### src/rtl/brs_pkg.sv
package brs_pkg;
  typedef enum logic [1:0] {
    SZ_BYTE = 2'd0,
    SZ_WORD = 2'd1,
    SZ_LONG = 2'd2,
    SZ_RSVD = 2'd3
  } size_e;

  typedef enum logic [1:0] {
    ST_IDLE    = 2'd0,
    ST_CYCLE   = 2'd1,
    ST_RELEASE = 2'd2
  } seq_state_e;
endpackage

### src/rtl/brs_ack_sync.sv
module brs_ack_sync #(
  parameter int STAGES = 2
) (
  input  logic clk,
  input  logic rst,
  input  logic async_in,
  output logic sync_out
);
  logic [STAGES-1:0] chain_q;

  genvar g;
  generate
    for (g = 0; g < STAGES; g++) begin : g_stage
      always_ff @(posedge clk) begin
        if (rst) chain_q[g] <= 1'b0;
        else if (g == 0) chain_q[g] <= async_in;
        else chain_q[g] <= chain_q[(g == 0) ? 0 : g-1];
      end
    end
  endgenerate

  assign sync_out = chain_q[STAGES-1];
endmodule

### src/rtl/brs_lane_map.sv
module brs_lane_map
  import brs_pkg::*;
(
  input  size_e       sel_size,
  input  logic        sel_a0,
  output logic        stb_upper,
  output logic        stb_lower,
  input  size_e       cap_size,
  input  logic        cap_a0,
  input  logic [15:0] bus_word,
  output logic [15:0] placed
);
  always_comb begin
    if (sel_size == SZ_BYTE) begin
      stb_upper = ~sel_a0;
      stb_lower = sel_a0;
    end else begin
      stb_upper = 1'b1;
      stb_lower = 1'b1;
    end
  end

  always_comb begin
    if (cap_size == SZ_BYTE)
      placed = {8'h00, cap_a0 ? bus_word[7:0] : bus_word[15:8]};
    else
      placed = bus_word;
  end
endmodule

### src/rtl/bus_read_seq.sv
module bus_read_seq
  import brs_pkg::*;
#(
  parameter int ADDR_W      = 24,
  parameter int SYNC_STAGES = 2
) (
  input  logic              clk,
  input  logic              rst,
  input  logic              req_valid,
  input  logic [ADDR_W-1:0] req_addr,
  input  logic [1:0]        req_size,
  output logic              busy,
  output logic              done,
  output logic              err,
  output logic [31:0]       rd_data,
  output logic [ADDR_W-2:0] bus_addr,
  output logic              bus_as,
  output logic              bus_uds,
  output logic              bus_lds,
  input  logic              bus_ack,
  input  logic [15:0]       bus_data
);
  localparam int WA_W = ADDR_W - 1;

  seq_state_e      state_q;
  size_e           size_q;
  size_e           req_sz;
  logic            a0_q;
  logic            half_q;
  logic            ack_s;
  logic            up_sel;
  logic            lo_sel;
  logic [15:0]     placed;
  logic            refuse;
  logic [WA_W-1:0] waddr_q;
  logic [31:0]     rd_q;
  logic            as_q, uds_q, lds_q, busy_q, done_q, err_q;

  assign req_sz = size_e'(req_size);
  assign refuse = (req_sz == SZ_RSVD) || ((req_sz != SZ_BYTE) && req_addr[0]);

  brs_ack_sync #(.STAGES(SYNC_STAGES)) u_sync (
    .clk(clk), .rst(rst), .async_in(bus_ack), .sync_out(ack_s)
  );

  brs_lane_map u_lane (
    .sel_size(req_sz), .sel_a0(req_addr[0]),
    .stb_upper(up_sel), .stb_lower(lo_sel),
    .cap_size(size_q), .cap_a0(a0_q),
    .bus_word(bus_data), .placed(placed)
  );

  always_ff @(posedge clk) begin
    if (rst) begin
      state_q <= ST_IDLE;
      size_q  <= SZ_BYTE;
      a0_q    <= 1'b0;
      half_q  <= 1'b0;
      waddr_q <= '0;
      rd_q    <= '0;
      as_q    <= 1'b0;
      uds_q   <= 1'b0;
      lds_q   <= 1'b0;
      busy_q  <= 1'b0;
      done_q  <= 1'b0;
      err_q   <= 1'b0;
    end else begin
      done_q <= 1'b0;
      err_q  <= 1'b0;
      case (state_q)
        ST_IDLE: begin
          if (req_valid) begin
            if (refuse) begin
              err_q <= 1'b1;
            end else begin
              state_q <= ST_CYCLE;
              size_q  <= req_sz;
              a0_q    <= req_addr[0];
              half_q  <= 1'b0;
              waddr_q <= req_addr[ADDR_W-1:1];
              rd_q    <= '0;
              as_q    <= 1'b1;
              uds_q   <= up_sel;
              lds_q   <= lo_sel;
              busy_q  <= 1'b1;
            end
          end
        end
        ST_CYCLE: begin
          if (ack_s) begin
            if (size_q == SZ_LONG && !half_q) rd_q[31:16] <= bus_data;
            else rd_q[15:0] <= placed;
            as_q    <= 1'b0;
            uds_q   <= 1'b0;
            lds_q   <= 1'b0;
            state_q <= ST_RELEASE;
          end
        end
        ST_RELEASE: begin
          if (!ack_s) begin
            if (size_q == SZ_LONG && !half_q) begin
              half_q  <= 1'b1;
              waddr_q <= waddr_q + 1'b1;
              as_q    <= 1'b1;
              uds_q   <= 1'b1;
              lds_q   <= 1'b1;
              state_q <= ST_CYCLE;
            end else begin
              state_q <= ST_IDLE;
              busy_q  <= 1'b0;
              done_q  <= 1'b1;
            end
          end
        end
        default: state_q <= ST_IDLE;
      endcase
    end
  end

  assign busy     = busy_q;
  assign done     = done_q;
  assign err      = err_q;
  assign rd_data  = rd_q;
  assign bus_addr = waddr_q;
  assign bus_as   = as_q;
  assign bus_uds  = uds_q;
  assign bus_lds  = lds_q;

  assert_byte_single_lane_R3: assert property (@(posedge clk) disable iff (rst)
    (bus_uds && bus_lds) |-> (size_q != SZ_BYTE));
  assert_addr_stable_R10: assert property (@(posedge clk) disable iff (rst)
    (bus_as && $past(bus_as)) |-> $stable(bus_addr));
  assert_restart_after_release_R6: assert property (@(posedge clk) disable iff (rst)
    $rose(bus_as) |-> !ack_s);
  assert_hold_until_ack_R7: assert property (@(posedge clk) disable iff (rst)
    (bus_as && !ack_s) |=> bus_as);
  assert_refuse_no_cycle_R8: assert property (@(posedge clk) disable iff (rst)
    err |-> (!bus_as && !busy && !bus_uds && !bus_lds));
  assert_done_ends_busy_R9: assert property (@(posedge clk) disable iff (rst)
    done |-> (!busy && $past(busy)));
endmodule

### config.mk
export PLATFORM = sky130hd
export DESIGN_NAME = bus_read_seq
export DESIGN_NICKNAME = d
export VERILOG_FILES = /design/src/rtl/brs_pkg.sv /design/src/rtl/brs_ack_sync.sv /design/src/rtl/brs_lane_map.sv /design/src/rtl/bus_read_seq.sv
export SDC_FILE = /design/constraint.sdc
export NUM_CORES = 1
export LEC_CHECK = 0
export BUFFER_PORTS_ARGS = -buffer_cell sky130_fd_sc_hd__buf_4
export CAP_MARGIN = 0
export CORE_ASPECT_RATIO = 1.75
export CORE_MARGIN = 2
export CORE_UTILIZATION = 51
export CTS_BUF_LIST = sky130_fd_sc_hd__clkbuf_4 sky130_fd_sc_hd__clkbuf_8 sky130_fd_sc_hd__clkbuf_16
export DETAILED_ROUTE_END_ITERATION = 8
export HOLD_SLACK_MARGIN = 0.06
export PLACE_DENSITY = 0.8
export SYNTH_ARGS = -nofsm -noshare
export SYNTH_HDL_FRONTEND = slang
export SYNTH_SLANG_ARGS = --single-unit
### constraint.sdc
create_clock -name clk -period 2.94 [get_ports clk]
set_input_delay 0 -clock clk [delete_from_list [all_inputs] [get_ports clk]]
set_output_delay 0 -clock clk [all_outputs]
set_load 0.02 [all_outputs]
Yosys cells after proc, flatten, opt, wreduce, memory -nomap -nowiden
Index checks and enable logic that the tools add are counted.
W data, S select, Z words.
- muxes and demuxes: 41
- reductions and logical operators: 20
- add/subtract/negate cells: 1
- equality and inequality tests: 12
- bitwise logic cells: 5
- operators by type and width (kind ; count):
    $mux W32 ; 3
    $mux W23 ; 4
    $pmux W32 S2 ; 1
    $mux W16 ; 3
    $pmux W23 S2 ; 1
    $add A23 B1 Y23 const B ; 1
    $reduce_and A5 Y1 ; 4
    $mux W1 ; 18
    $ne A2 B2 Y1 const B ; 7
    $pmux W1 S3 ; 3
    $mux W2 ; 4
    $mux W8 ; 1
    $eq A2 B2 Y1 const B ; 3
    $logic_not A2 Y1 ; 3
    $pmux W2 S3 ; 1
    $reduce_and A6 Y1 ; 1
    $reduce_bool A2 Y1 ; 3
    $reduce_or A3 Y1 ; 2
    $not A1 Y1 ; 5
    $pmux W1 S2 ; 2
    $reduce_and A4 Y1 ; 1
    $reduce_and A3 Y1 ; 1
    $reduce_bool A3 Y1 ; 1
    $eq A2 B1 Y1 const B ; 1
    other kinds (4) ; 5
- bits in registers: 69
- input bits: 46

Logic depth before layout (Yosys ltp)
Gate-level depths: netlist of the first run.
- word-level depth: 6
- depth in mapped cells: 9
- mapped depth without buffers: 7

Modules after synthesis
From an unflattened synthesis of the first run, not the netlist that was laid out.
- cell total of the unflattened synthesis: 413
- area total of the unflattened synthesis: 3475.8 um^2
- modules (own cells, without submodules) (module ; area each (um^2) ; cells an instance ; times used ; sequential area each (um^2)):
    bus_read_seq ; 3249.4 ; 388 ; 1 ; 1341.3
    brs_lane_map ; 173.9 ; 21 ; 1 ; 0.0
    brs_ack_sync ; 52.6 ; 4 ; 1 ; 40.0

Least setup slack after synthesis of the first run
OpenSTA, ideal clock, no wires.
- path kind: register to register
- from: register waddr_q[13], in the netlist bus_addr[13]
- to: register waddr_q[17], in the netlist bus_addr[17]
- buffers on the path: 1
- slack: 795 ps
- stages on the path, launching flop included: 7
- data arrival time: 2070 ps
- cells stage by stage: dfxtp_1 -> clkbuf_1 -> nand4_1 -> nor4_1 -> nand3_1 -> or4_1 -> a31oi_1
- word-level cells in the longest chain between the ends: 4
- ends and longest elaborated chain (what ; line ; text):
    from (decl) ; bus_read_seq.sv:35 ; logic [WA_W-1:0] waddr_q;
    from (signal assigned) ; bus_read_seq.sv:80 ; waddr_q <= req_addr[ADDR_W-1:1];
    from (signal assigned) ; bus_read_seq.sv:103 ; waddr_q <= waddr_q + 1'b1;
    $add A23 B1 Y23 ; bus_read_seq.sv:103 ;
    $mux W23 ; bus_read_seq.sv:101 ; if (size_q == SZ_LONG && !half_q) begin
    $mux W23 ; bus_read_seq.sv:100 ; if (!ack_s) begin
    $pmux W23 S2 ; bus_read_seq.sv:70 ; case (state_q)
No other way between the ends. The select of a mux whose other input is x is not followed.
A chain may end at the register's enable or synchronous reset.

Worst setup path in the final report of the first run
- from: input req_addr[0]
- to: register rd_q[21], in the netlist rd_data[21]
- word-level cells in the longest chain between the ends: 4
- ends and longest elaborated chain (what ; line ; text):
    from (decl) ; bus_read_seq.sv:10 ; input logic [ADDR_W-1:0] req_addr,
    $logic_and A1 B1 Y1 ; bus_read_seq.sv:40 ; assign refuse = (req_sz == SZ_RSVD) || ((req_sz != SZ_BYTE) && req_addr[0]);
    $logic_or A1 B1 Y1 ; bus_read_seq.sv:40 ;
    $ne A2 B2 Y1 (no source line) ; -- ;
    $reduce_and A5 Y1 (no source line) ; -- ;
    to (signal assigned) ; bus_read_seq.sv:91 ; if (size_q == SZ_LONG && !half_q) rd_q[31:16] <= bus_data;
    to (decl) ; bus_read_seq.sv:36 ; logic [31:0] rd_q;
No other way between the ends.

==> impl_metrics.csv, run 1 <==
group,metric,value,unit
run_status,run_status,"finished, final reports clean",
routing,drt-total-wl,11100,µm
die,die_h,111,µm
yosys,synth_enable_flop_cells,0,
routing,drt-vias-per-instance,6.04,
finish,finish.net_count,606,
critical_path,worst_ep_arrival_time,2710,ps
die,design.die.area,7230,µm²
routing,first_pass_iters,7,
timing,setup_total_negative_slack,0,ps
min_path,worst_hold_path_type,"primary input to flip-flop",
critical_path,crit_required,3120,ps
routing,drt.antenna.violating_nets,0,
die,pin_count,107,
clock_tree,cts-resized-gates,0,
routing,wirelength_met1,3860,µm
yosys,yosysWarnings,0,
placed_design,numPortBuffers,106,
yosys,post_synth_num_cell_types,50,
min_path,timing.hold.worst.start,"req_valid",
timing,worst_slew_pin_slew,1230,ps
power_and_ir_drop,power.share.clock,0.403,
yosys,post_synth_instance_area,3340,µm²
power_and_ir_drop,static-leakage-power,0.00198,µW
yosys,netlist_top_cells_area,"dfxtp_1, a21oi_1, a22oi_1",
timing,timing.final.hold_violations,0,
grt,maximum_number_of_pins_on_one_net_before_global_route_repair,73,
timing,final.period_utilization,0.861,
yosys,yosys.area.top_type,"dfxtp_1",
grt,grt_pass1_vias,3719,
critical_path,rr_worst_depth,7,
power_and_ir_drop,irDropWorstVdd,0.000489,V
placed_design,placedInstanceArea,4200,µm²
yosys,synth_ff_type,"dfxtp_1",
power_and_ir_drop,share_comb_of_total_power,0.247,
clock_tree,clockRootBuffer,"clkbuf_16",
critical_path,worstReg2RegEnd,"rd_data[21]",
routing,post-route-drc-count,0,
power_and_ir_drop,power.density,634,nW/µm²
finish,area_of_all_placed_cells_without_fillers,4940,µm²
finish,final_cells,642,
grt,initial_antenna_violation_count,0,
clock_tree,cts_tree,"built",
die,floorplan.initialDensity,0.518,
critical_path,regToRegStartpoint,"state_q[1]",
power_and_ir_drop,internal_power,2190,µW
job,cap_viol_max_count,0,
grt,global_route.usage.total,0.318,
clock_tree,cts_made_buffers,9,
yosys,synth.ff_latch_count,69,
clock_tree,ctsHtreeMaxLevel,3,
placed_design,detailedPlace.worstSlack,664,ps
grt,grt_pass1_wl,17900,µm
timing,finalSetupViolations,0,
grt,global_route.overflow_total,0,
min_path,hold_depth,3,
routing,met2_wirelength,6080,µm
critical_path,cp_slowest_cell,"o21ai_1",
clock_tree,clock_sinks,69,
yosys,mappedNetlistNets,466,
clock_tree,worst_setup_hold_path_clk_slew,50,ps
critical_path,crit_path_cell_trace,"dlygate4sd3_1 > buf_4 > maj3_2 > o21ai_0 > o21ai_1 > a22oi_1 > nor2_1",
yosys,syn_inst,415,
yosys,synth_top_cell_area_share,0.414,
power_and_ir_drop,power_switching,946,µW
critical_path,critPathKind,"primary input to flip-flop",
placed_design,gp_routability_congestion,0.822,
die,floorplan.rows,39,
routing,route.top_layer_used,"met4",
timing,period_needed,2530,ps
critical_path,r2r_slack,470,ps
finish,flow.area_growth_from_synthesis,48.1,%
timing,timing.clock.skew,6.24,ps
placed_design,dp_hpwl,7290,µm
critical_path,slowest_delay,600,ps
placed_design,numPlacedInstances,587,
critical_path,crit_fanout,16,
critical_path,setup.worst_path.start_class,"primary input",
timing,timing.slew.headroom,0.171,
die,die_span_x,65.1,µm
power_and_ir_drop,p_seq_frac,0.351,
yosys,postSynthAreaPerCell,8.04,µm²
min_path,min_delay_worst_endpoint,"err",
clock_tree,cts_buffer_depth,2,
routing,detailedRoute.firstIterationViolations,449,
routing,detail_route.wl_per_cell,17.3,µm
timing,achievable-frequency,0.395,GHz
critical_path,timing.critical_path.max_delay_family,"compound AO/OA/AOI/OAI gates",
routing,met3_wirelength,694,µm
power_and_ir_drop,post-layout-total-power,3130,µW
yosys,synth-seq-area-share,0.414,
power_and_ir_drop,p_sw_frac,0.302,
timing,rsz_0062_raised_after_global_routing,"no",
yosys,synth_async_sr_flop_share,0,
clock_tree,clock_insertion_delay_worst_skew,330,ps
finish,final_layout_size_suffix_gt1_frac,0.259,
finish,antennaDiodeCount,0,
timing,setup_slack,410,ps
routing,dr_total_vias,3877,
timing,final_max_slew_viol_count,0,
critical_path,timing.critical_path.to_type,"flip-flop",
critical_path,critical_path.n_buffers_inverters,2,
die,placeableCoreArea,6440,µm²
## area by class of cell
class / count / area [µm²]
multi-input cells: 311 / 1810
fillers: 472 / 1500
flip-flops and latches: 69 / 1380
repair buffers: 155 / 1260
clock buffers: 12 / 254
well taps: 82 / 103
clock inverters: 4 / 95.1
inverters: 9 / 33.8
## power by group through the flow
| stage | clock network, µW | logic [µW] | registers (µW) |
|---|---|---|---|
| after CTS | 1270 | 764 | 1090 |
| final | 1260 | 773 | 1100 |
| after floorplan | 0 | 389 | 1160 |
| after detailed placement | 0 | 717 | 1110 |
| after global routing | 1310 | 843 | 1110 |
| after global placement | 0 | 704 | 1110 |
## registers in the layout (all words and copies together) (netlist names)
name / flops
a0_q: 1
bus_addr: 23
bus_as: 1
bus_lds: 1
bus_uds: 1
busy: 1
done: 1
err: 1
half_q: 1
rd_data: 32
size_q: 2
state_q: 2
u_sync.chain_q: 1
u_sync.sync_out: 1
## placed cells by master, fill, tap and decap left out, types with 4 or more instances in the layout
master,synthesis,routed
nand4_1,7,7
dlygate4sd3_1,0,39
nand3_1,30,30
nor2b_1,7,7
clkbuf_16,0,9
inv_1,9,9
nor4_1,7,7
nor3_1,9,9
dfxtp_1,69,69
and3_1,4,4
ha_1,5,5
a22oi_1,28,28
a31oi_1,13,13
nor2_1,38,38
buf_4,0,116
or4_1,4,4
a21oi_1,43,43
nand2_1,42,42
o21ai_0,18,18
o22ai_1,5,5
mux2_2,8,8
## stage by stage
step	hold slack (ps)	util
3_3_place_gp	227	0.652
3_5_place_dp	231	0.652
6_report	92.9	0.767
5_1_grt	109	0.767
4_1_cts	78.8	0.767
2_1_floorplan	128	-
## repair_timing
item / 4_1_cts / 5_1_grt
hold buffers: 39 / 0
buffers inserted: 0 / 0
hold endpoints to repair: 49 / 0
## worst max-delay path by stage
stage,startpoint,end,slack (ps),cells past startpoint
5_1_grt,req_addr[0],rd_data[21],320,7
3_5_place_dp,state_q[1],rd_data[2],660,7
4_1_cts,req_size[0],rd_data[26],650,7
3_3_place_gp,state_q[0],bus_addr[20],720,6
2_1_floorplan,bus_addr[13],bus_addr[17],800,6
6_report,req_addr[0],rd_data[21],410,7
## worst reg2reg max path, delay by kind of cell, from the launching register on
family | cells | cell delay, ps
AOI/OAI and AO/OA | 2 | 1190
and+or+nand+nor | 3 | 410
DFF | 1 | 380
adders and majority gates | 1 | 330
buffers and inverters | 1 | 80
## logic make-up (layout without fill, tap and decap cells)
logic type | after synthesis | after routing | share of synthesized area
adder cells (fa/ha/maj) | 6 | 6 | 0.0221
multiplexers | 10 | 10 | 0.0330
buffers and inverters | 35 | 180 | 0.0428
flip-flops | 69 | 69 | 0.414
AO/OA/AOI/OAI | 128 | 128 | 0.237
AND/OR/NAND/NOR | 167 | 167 | 0.251
## synthesized netlist by cell type (3+ instances only)
library cell  count
a22oi_1          28
nor4_1            7
inv_1             9
nand2_1          42
a21oi_1          43
o21ai_0          18
a31oi_1          13
a211oi_1          3
or4_1             4
nor2b_1           7
mux2_2            8
nand2b_1          3
dfxtp_1          69
o22ai_1           5
nand4_1           7
nor3_1            9
ha_1              5
and3_1            4
nand3_1          30
nor2_1           38
clkbuf_1         22
## per-layer routing
layer / up-vias / global-route usage
met1: 1852 / 0.317
met2: 172 / 0.585
li1: 1817 / -
met4: 0 / 0.163
met3: 36 / 0.0812
met5: - / 0
No activity file was read; power rests on OpenSTA's default activity.
==> run 2, diff against run 1 <==
CAP_MARGIN = 20   (was 0)
CORE_UTILIZATION = 30   (was 51)
PLACE_DENSITY = not set   (was 0.8)
==> run 2 against run 1 <==
Worst setup slack better by 160 ps. Cell area up 1.2%. Total power down 2.0%. Via count down 3.1%. Combinational power up 2%. Utilization down 31 points. Clock-buffer cell count down 2. Critical path depth unchanged. Routed wire length up 2.2%. Sequential power about the same. Sequential cell count unchanged. Final cell count up 8.1%. Highest routed layer unchanged.
==> impl_metrics.csv, run 2 (same netlist as run 1, synthesis figures left out) <==
group,metric,value,unit
run_status,run_status,"finished, final reports clean",
die,floorplan.rows,51,
clock_tree,clockRootBuffer,"clkbuf_16",
clock_tree,clock_sinks,69,
routing,post-route-drc-count,0,
clock_tree,clock_insertion_delay_worst_skew,340,ps
routing,detailedRoute.firstIterationViolations,171,
grt,global_route.usage.total,0.185,
finish,filler_cell_count,1100,
power_and_ir_drop,power.share.clock,0.387,
timing,setup_total_negative_slack,0,ps
finish,antennaDiodeCount,0,
timing,timing.slew.headroom,0.285,
critical_path,worst_ep_arrival_time,2650,ps
routing,drt-vias-per-instance,5.41,
placed_design,gp_routability_congestion,0.840,
timing,achievable-frequency,0.421,GHz
finish,layout_common_cells,"buf_4, dfxtp_1, a21oi_1",
finish,layout_commonest_cell,"buf_4",
timing,finalSetupViolations,0,
power_and_ir_drop,p_seq_frac,0.358,
clock_tree,cts_setup_buffers,0,
critical_path,critPathKind,"primary input to flip-flop",
die,die_span_x,83.7,µm
power_and_ir_drop,p_sw_frac,0.319,
placed_design,numPortBuffers,106,
critical_path,timing.critical_path.to_type,"flip-flop",
grt,grt_pass1_vias,3608,
die,pin_count,107,
timing,final.period_utilization,0.808,
timing,rsz_0062_raised_after_global_routing,"no",
routing,dr_total_vias,3758,
timing,timing.final.hold_violations,0,
min_path,worst_hold_path_type,"primary input to flip-flop",
clock_tree,cts-resized-gates,0,
timing,timing.clock.skew,7.02,ps
clock_tree,cts_tree,"built",
die,placeableCoreArea,11000,µm²
finish,largest_reg_flops,32,
timing,final_max_slew_viol_count,0,
critical_path,crit_required,3210,ps
grt,global_route.overflow_total,0,
power_and_ir_drop,power_switching,978,µW
grt,maximum_number_of_pins_on_one_net_before_global_route_repair,73,
grt,initial_antenna_violation_count,0,
routing,detail_route.wl_per_cell,16.3,µm
finish,area_of_all_placed_cells_without_fillers,5000,µm²
die,design.die.area,12000,µm²
critical_path,crit_fanout,16,
placed_design,dp_hpwl,8090,µm
clock_tree,cts_buffer_depth,2,
power_and_ir_drop,irDropWorstVdd,0.000418,V
power_and_ir_drop,power.density,614,nW/µm²
power_and_ir_drop,internal_power,2090,µW
routing,first_pass_iters,5,
grt,grt_pass1_wl,17700,µm
finish,finish.net_count,608,
clock_tree,ctsHtreeMaxLevel,3,
critical_path,setup.worst_path.start_class,"primary input",
timing,period_needed,2370,ps
die,floorplan.initialDensity,0.304,
finish,finalCoreUtilization,0.455,
clock_tree,cts_made_buffers,9,
clock_tree,worst_setup_hold_path_clk_slew,60,ps
timing,setup_slack,566,ps
routing,drt-total-wl,11300,µm
placed_design,placedInstanceArea,4280,µm²
die,die_h,143,µm
placed_design,detailedPlace.worstSlack,573,ps
power_and_ir_drop,share_comb_of_total_power,0.256,
power_and_ir_drop,static-leakage-power,0.00197,µW
finish,flow.area_growth_from_synthesis,49.8,%
finish,final_layout_size_suffix_gt1_frac,0.263,
clock_tree,cts-hold-fix-buffers,39,
routing,drt.antenna.violating_nets,0,
timing,worst_slew_pin_slew,1070,ps
job,cap_viol_max_count,0,
[run 2: changes by cell type in the layout (fill, tap and decap cells not counted), sizes merged]
cell,delta
clkinvlp,+1
bufinv,-1
clkbuf,-2
buf,+2
clkinv,+2
[run 2: path summary, 6_finish.rpt]
kind                      from              end  slack, ps  cells past startpoint
max                req_size[0]      rd_data[26]        570                      7
min                req_addr[6]      bus_addr[5]         80                      4
max reg2reg         state_q[0]      bus_addr[0]        590                      9
min reg2reg  u_sync.chain_q[0]  u_sync.sync_out        440                      1
[run 2: routing by layer]
| layer | global-route usage | share of wire | up-vias | routed length [µm] |
|---|---|---|---|---|
| met5 | 0 | 0 | - | 0 |
| met3 | 0.0310 | 0.051 | 19 | 584 |
| met2 | 0.355 | 0.55 | 140 | 6220 |
| met1 | 0.189 | 0.37 | 1778 | 4210 |
| met4 | 0.100 | 0.028 | 0 | 323 |
| li1 | - | - | 1821 | - |
[run 2: through the flow]
stage / hold slack, ps / std cells / power, µW
final: 83.9 / 694 / 3070
after global routing: 106 / 694 / 3200
after CTS: 75.1 / 694 / 3090
after detailed placement: 232 / 639 / 1860
after global placement: 234 / 638 / 1840
after floorplan: 128 / 415 / 1550
[run 2: cell type report]
cell class                 instances  area [µm²]  area share
inverter                           9        33.8     0.00676
timing repair buffer             157        1280       0.255
tap                              132         165      0.0330
sequential                        69        1380       0.276
clock buffer                      10         239      0.0478
clock inverter                     6        86.3      0.0173
multi-input combinational        311        1820       0.363
[run 2: worst max-delay path, stage by stage]
cell and delay, ps:
dlygate4sd3_1 540, buf_4 150, maj3_2 360, o21a_1 330
nor3_2 920, a22oi_1 220, nor2_1 130
[run 2: power by group through the flow]
stage	Combinational, µW	Sequential, µW	Clock [µW]
after floorplan	389	1160	0
after global placement	728	1110	0
after detailed placement	746	1120	0
after CTS	791	1100	1200
after global routing	849	1110	1240
final	785	1100	1190
==> run 3, diff against run 2 <==
clock period = 2.3 ns   (was 2.94 ns; I/O delays follow)
==> run 3 against run 2 <==
Total power is 27% higher. Combinational power grew 38%. Die area stayed put. Utilization rose by 0.98 points. Clock skew is 2.2 ps lower. Worst setup slack got worse by 390 ps. Worst hold slack improved by 16 ps. Non-clock buffer count up 15. Routed wire length rose by 1.8%. Via count barely moved.
==> impl_metrics.csv, run 3 (same netlist as run 1, synthesis figures left out) <==
group,metric,value,unit
run_status,run_status,"finished, final reports clean",
critical_path,critical_path.startpoint,"bus_addr[1]",
clock_tree,clockRootBuffer,"clkbuf_16",
min_path,worst_hold_path_type,"primary input to flip-flop",
placed_design,dp_hpwl,8240,µm
critical_path,critPathKind,"flip-flop to flip-flop",
placed_design,numPortBuffers,106,
grt,grt_pass1_wl,18400,µm
placed_design,detailedPlace.worstSlack,13.3,ps
finish,filler_cell_count,1090,
grt,maximum_number_of_pins_on_one_net_before_global_route_repair,44,
die,die_h,143,µm
routing,drt.antenna.violating_nets,0,
clock_tree,clock_sinks,69,
grt,initial_antenna_violation_count,0,
timing,timing.clock.skew,4.80,ps
power_and_ir_drop,static-leakage-power,0.00203,µW
critical_path,crit_fanout,6,
routing,dr_total_vias,3761,
clock_tree,worst_setup_hold_path_clk_slew,60,ps
finish,final_layout_size_suffix_gt1_frac,0.288,
finish,layout_commonest_cell,"buf_4",
clock_tree,cts_buffer_depth,2,
die,placeableCoreArea,11000,µm²
clock_tree,cts_setup_buffers,0,
critical_path,regToRegStartpoint,"bus_addr[1]",
timing,period_needed,2120,ps
timing,timing.slew.headroom,0.606,
clock_tree,ctsHtreeMaxLevel,3,
timing,worst_slew_pin_slew,587,ps
grt,global_route.overflow_total,0,
critical_path,worst_ep_arrival_time,2370,ps
die,design.die.area,12000,µm²
timing,timing.final.hold_violations,0,
clock_tree,clock_insertion_delay_worst_skew,330,ps
timing,final.period_utilization,0.922,
power_and_ir_drop,power.density,762,nW/µm²
timing,finalSetupViolations,0,
clock_tree,cts_tree,"built",
critical_path,timing.critical_path.to_type,"flip-flop",
routing,first_pass_iters,5,
finish,finish.net_count,623,
finish,largest_reg_flops,32,
finish,multiInputGateArea,1830,µm²
routing,post-route-drc-count,0,
timing,setup_slack,180,ps
clock_tree,cts_made_buffers,9,
routing,drt-vias-per-instance,5.30,
finish,sequential_cell_area,1380,µm²
placed_design,gp_routability_congestion,0.854,
power_and_ir_drop,irDropWorstVdd,0.000504,V
finish,antennaDiodeCount,0,
timing,final_max_slew_viol_count,0,
routing,detail_route.wl_per_cell,16.3,µm
timing,achievable-frequency,0.472,GHz
critical_path,setup.worst_path.start_class,"flip-flop",
grt,grt_pass1_vias,3758,
routing,detailedRoute.firstIterationViolations,135,
die,die_span_x,83.7,µm
die,floorplan.rows,51,
die,pin_count,107,
timing,setup_total_negative_slack,0,ps
grt,global_route.usage.total,0.190,
critical_path,crit_required,2550,ps
finish,flow.area_growth_from_synthesis,53.1,%
die,floorplan.initialDensity,0.304,
job,cap_viol_max_count,0,
finish,layout_common_cells,"buf_4, dfxtp_1, a21oi_1",
routing,drt-total-wl,11500,µm
timing,rsz_0062_raised_after_global_routing,"no",
min_path,timing.hold.worst.start,"req_addr[13]",
==> run 3: power breakdown <==
| group | switching [µW] | internal [µW] |
|---|---|---|
| Clock | 545 | 876 |
| Sequential | 103 | 1290 |
| Combinational | 629 | 450 |
==> run 3: area by class of cell <==
| cell class | instances | share of cell area |
|---|---|---|
| clock buffer | 10 | 0.0468 |
| clock inverter | 6 | 0.0140 |
| inverter | 9 | 0.00662 |
| multi-input combinational | 311 | 0.358 |
| sequential | 69 | 0.271 |
| tap | 132 | 0.0323 |
| timing repair buffer | 172 | 0.272 |
==> run 3: per-stage QoR <==
stage | cells | instance area [µm²] | hold WS (ps) | power, µW | utilization
floorplan | 415 | 3340 | 128 | 1990 | -
global placement | 652 | 4380 | 231 | 2390 | 0.399
detailed placement | 653 | 4390 | 217 | 2420 | 0.400
CTS | 708 | 5090 | 82.5 | 3910 | 0.464
global route | 709 | 5110 | 113 | 4090 | 0.465
finish | 709 | 5110 | 100 | 3890 | 0.465
==> run 3: repair_timing <==
item                                    CTS  global route
endpoints found under the setup margin    0            23
gates resized for setup                   0             4
hold buffers                             39             0
endpoints found under the hold margin    49             0
==> run 3: per-layer routing <==
| layer | GRT usage | up-vias | wire (µm) |
|---|---|---|---|
| met5 | 0 | - | 0 |
| li1 | - | 1854 | - |
| met2 | 0.360 | 142 | 6300 |
| met3 | 0.0460 | 16 | 718 |
| met1 | 0.197 | 1749 | 4280 |
| met4 | 0.0823 | 0 | 242 |
==> run 3: final timing paths <==
kind / to / slack (ps) / depth (start not counted)
setup / recovery: bus_addr[20] / 180 / 7
hold / removal: bus_addr[12] / 100 / 5
setup reg to reg: bus_addr[20] / 180 / 7
hold reg to reg: u_sync.sync_out / 450 / 1
==> run 3: critical path, stage by stage (launching register included) <==
cell and delay, ps:
dfxtp_1 430, ha_1 270, nand3_1 170, nor4_2 290, buf_4 210, nand3_1 90, or4_1 400, a31oi_1 180
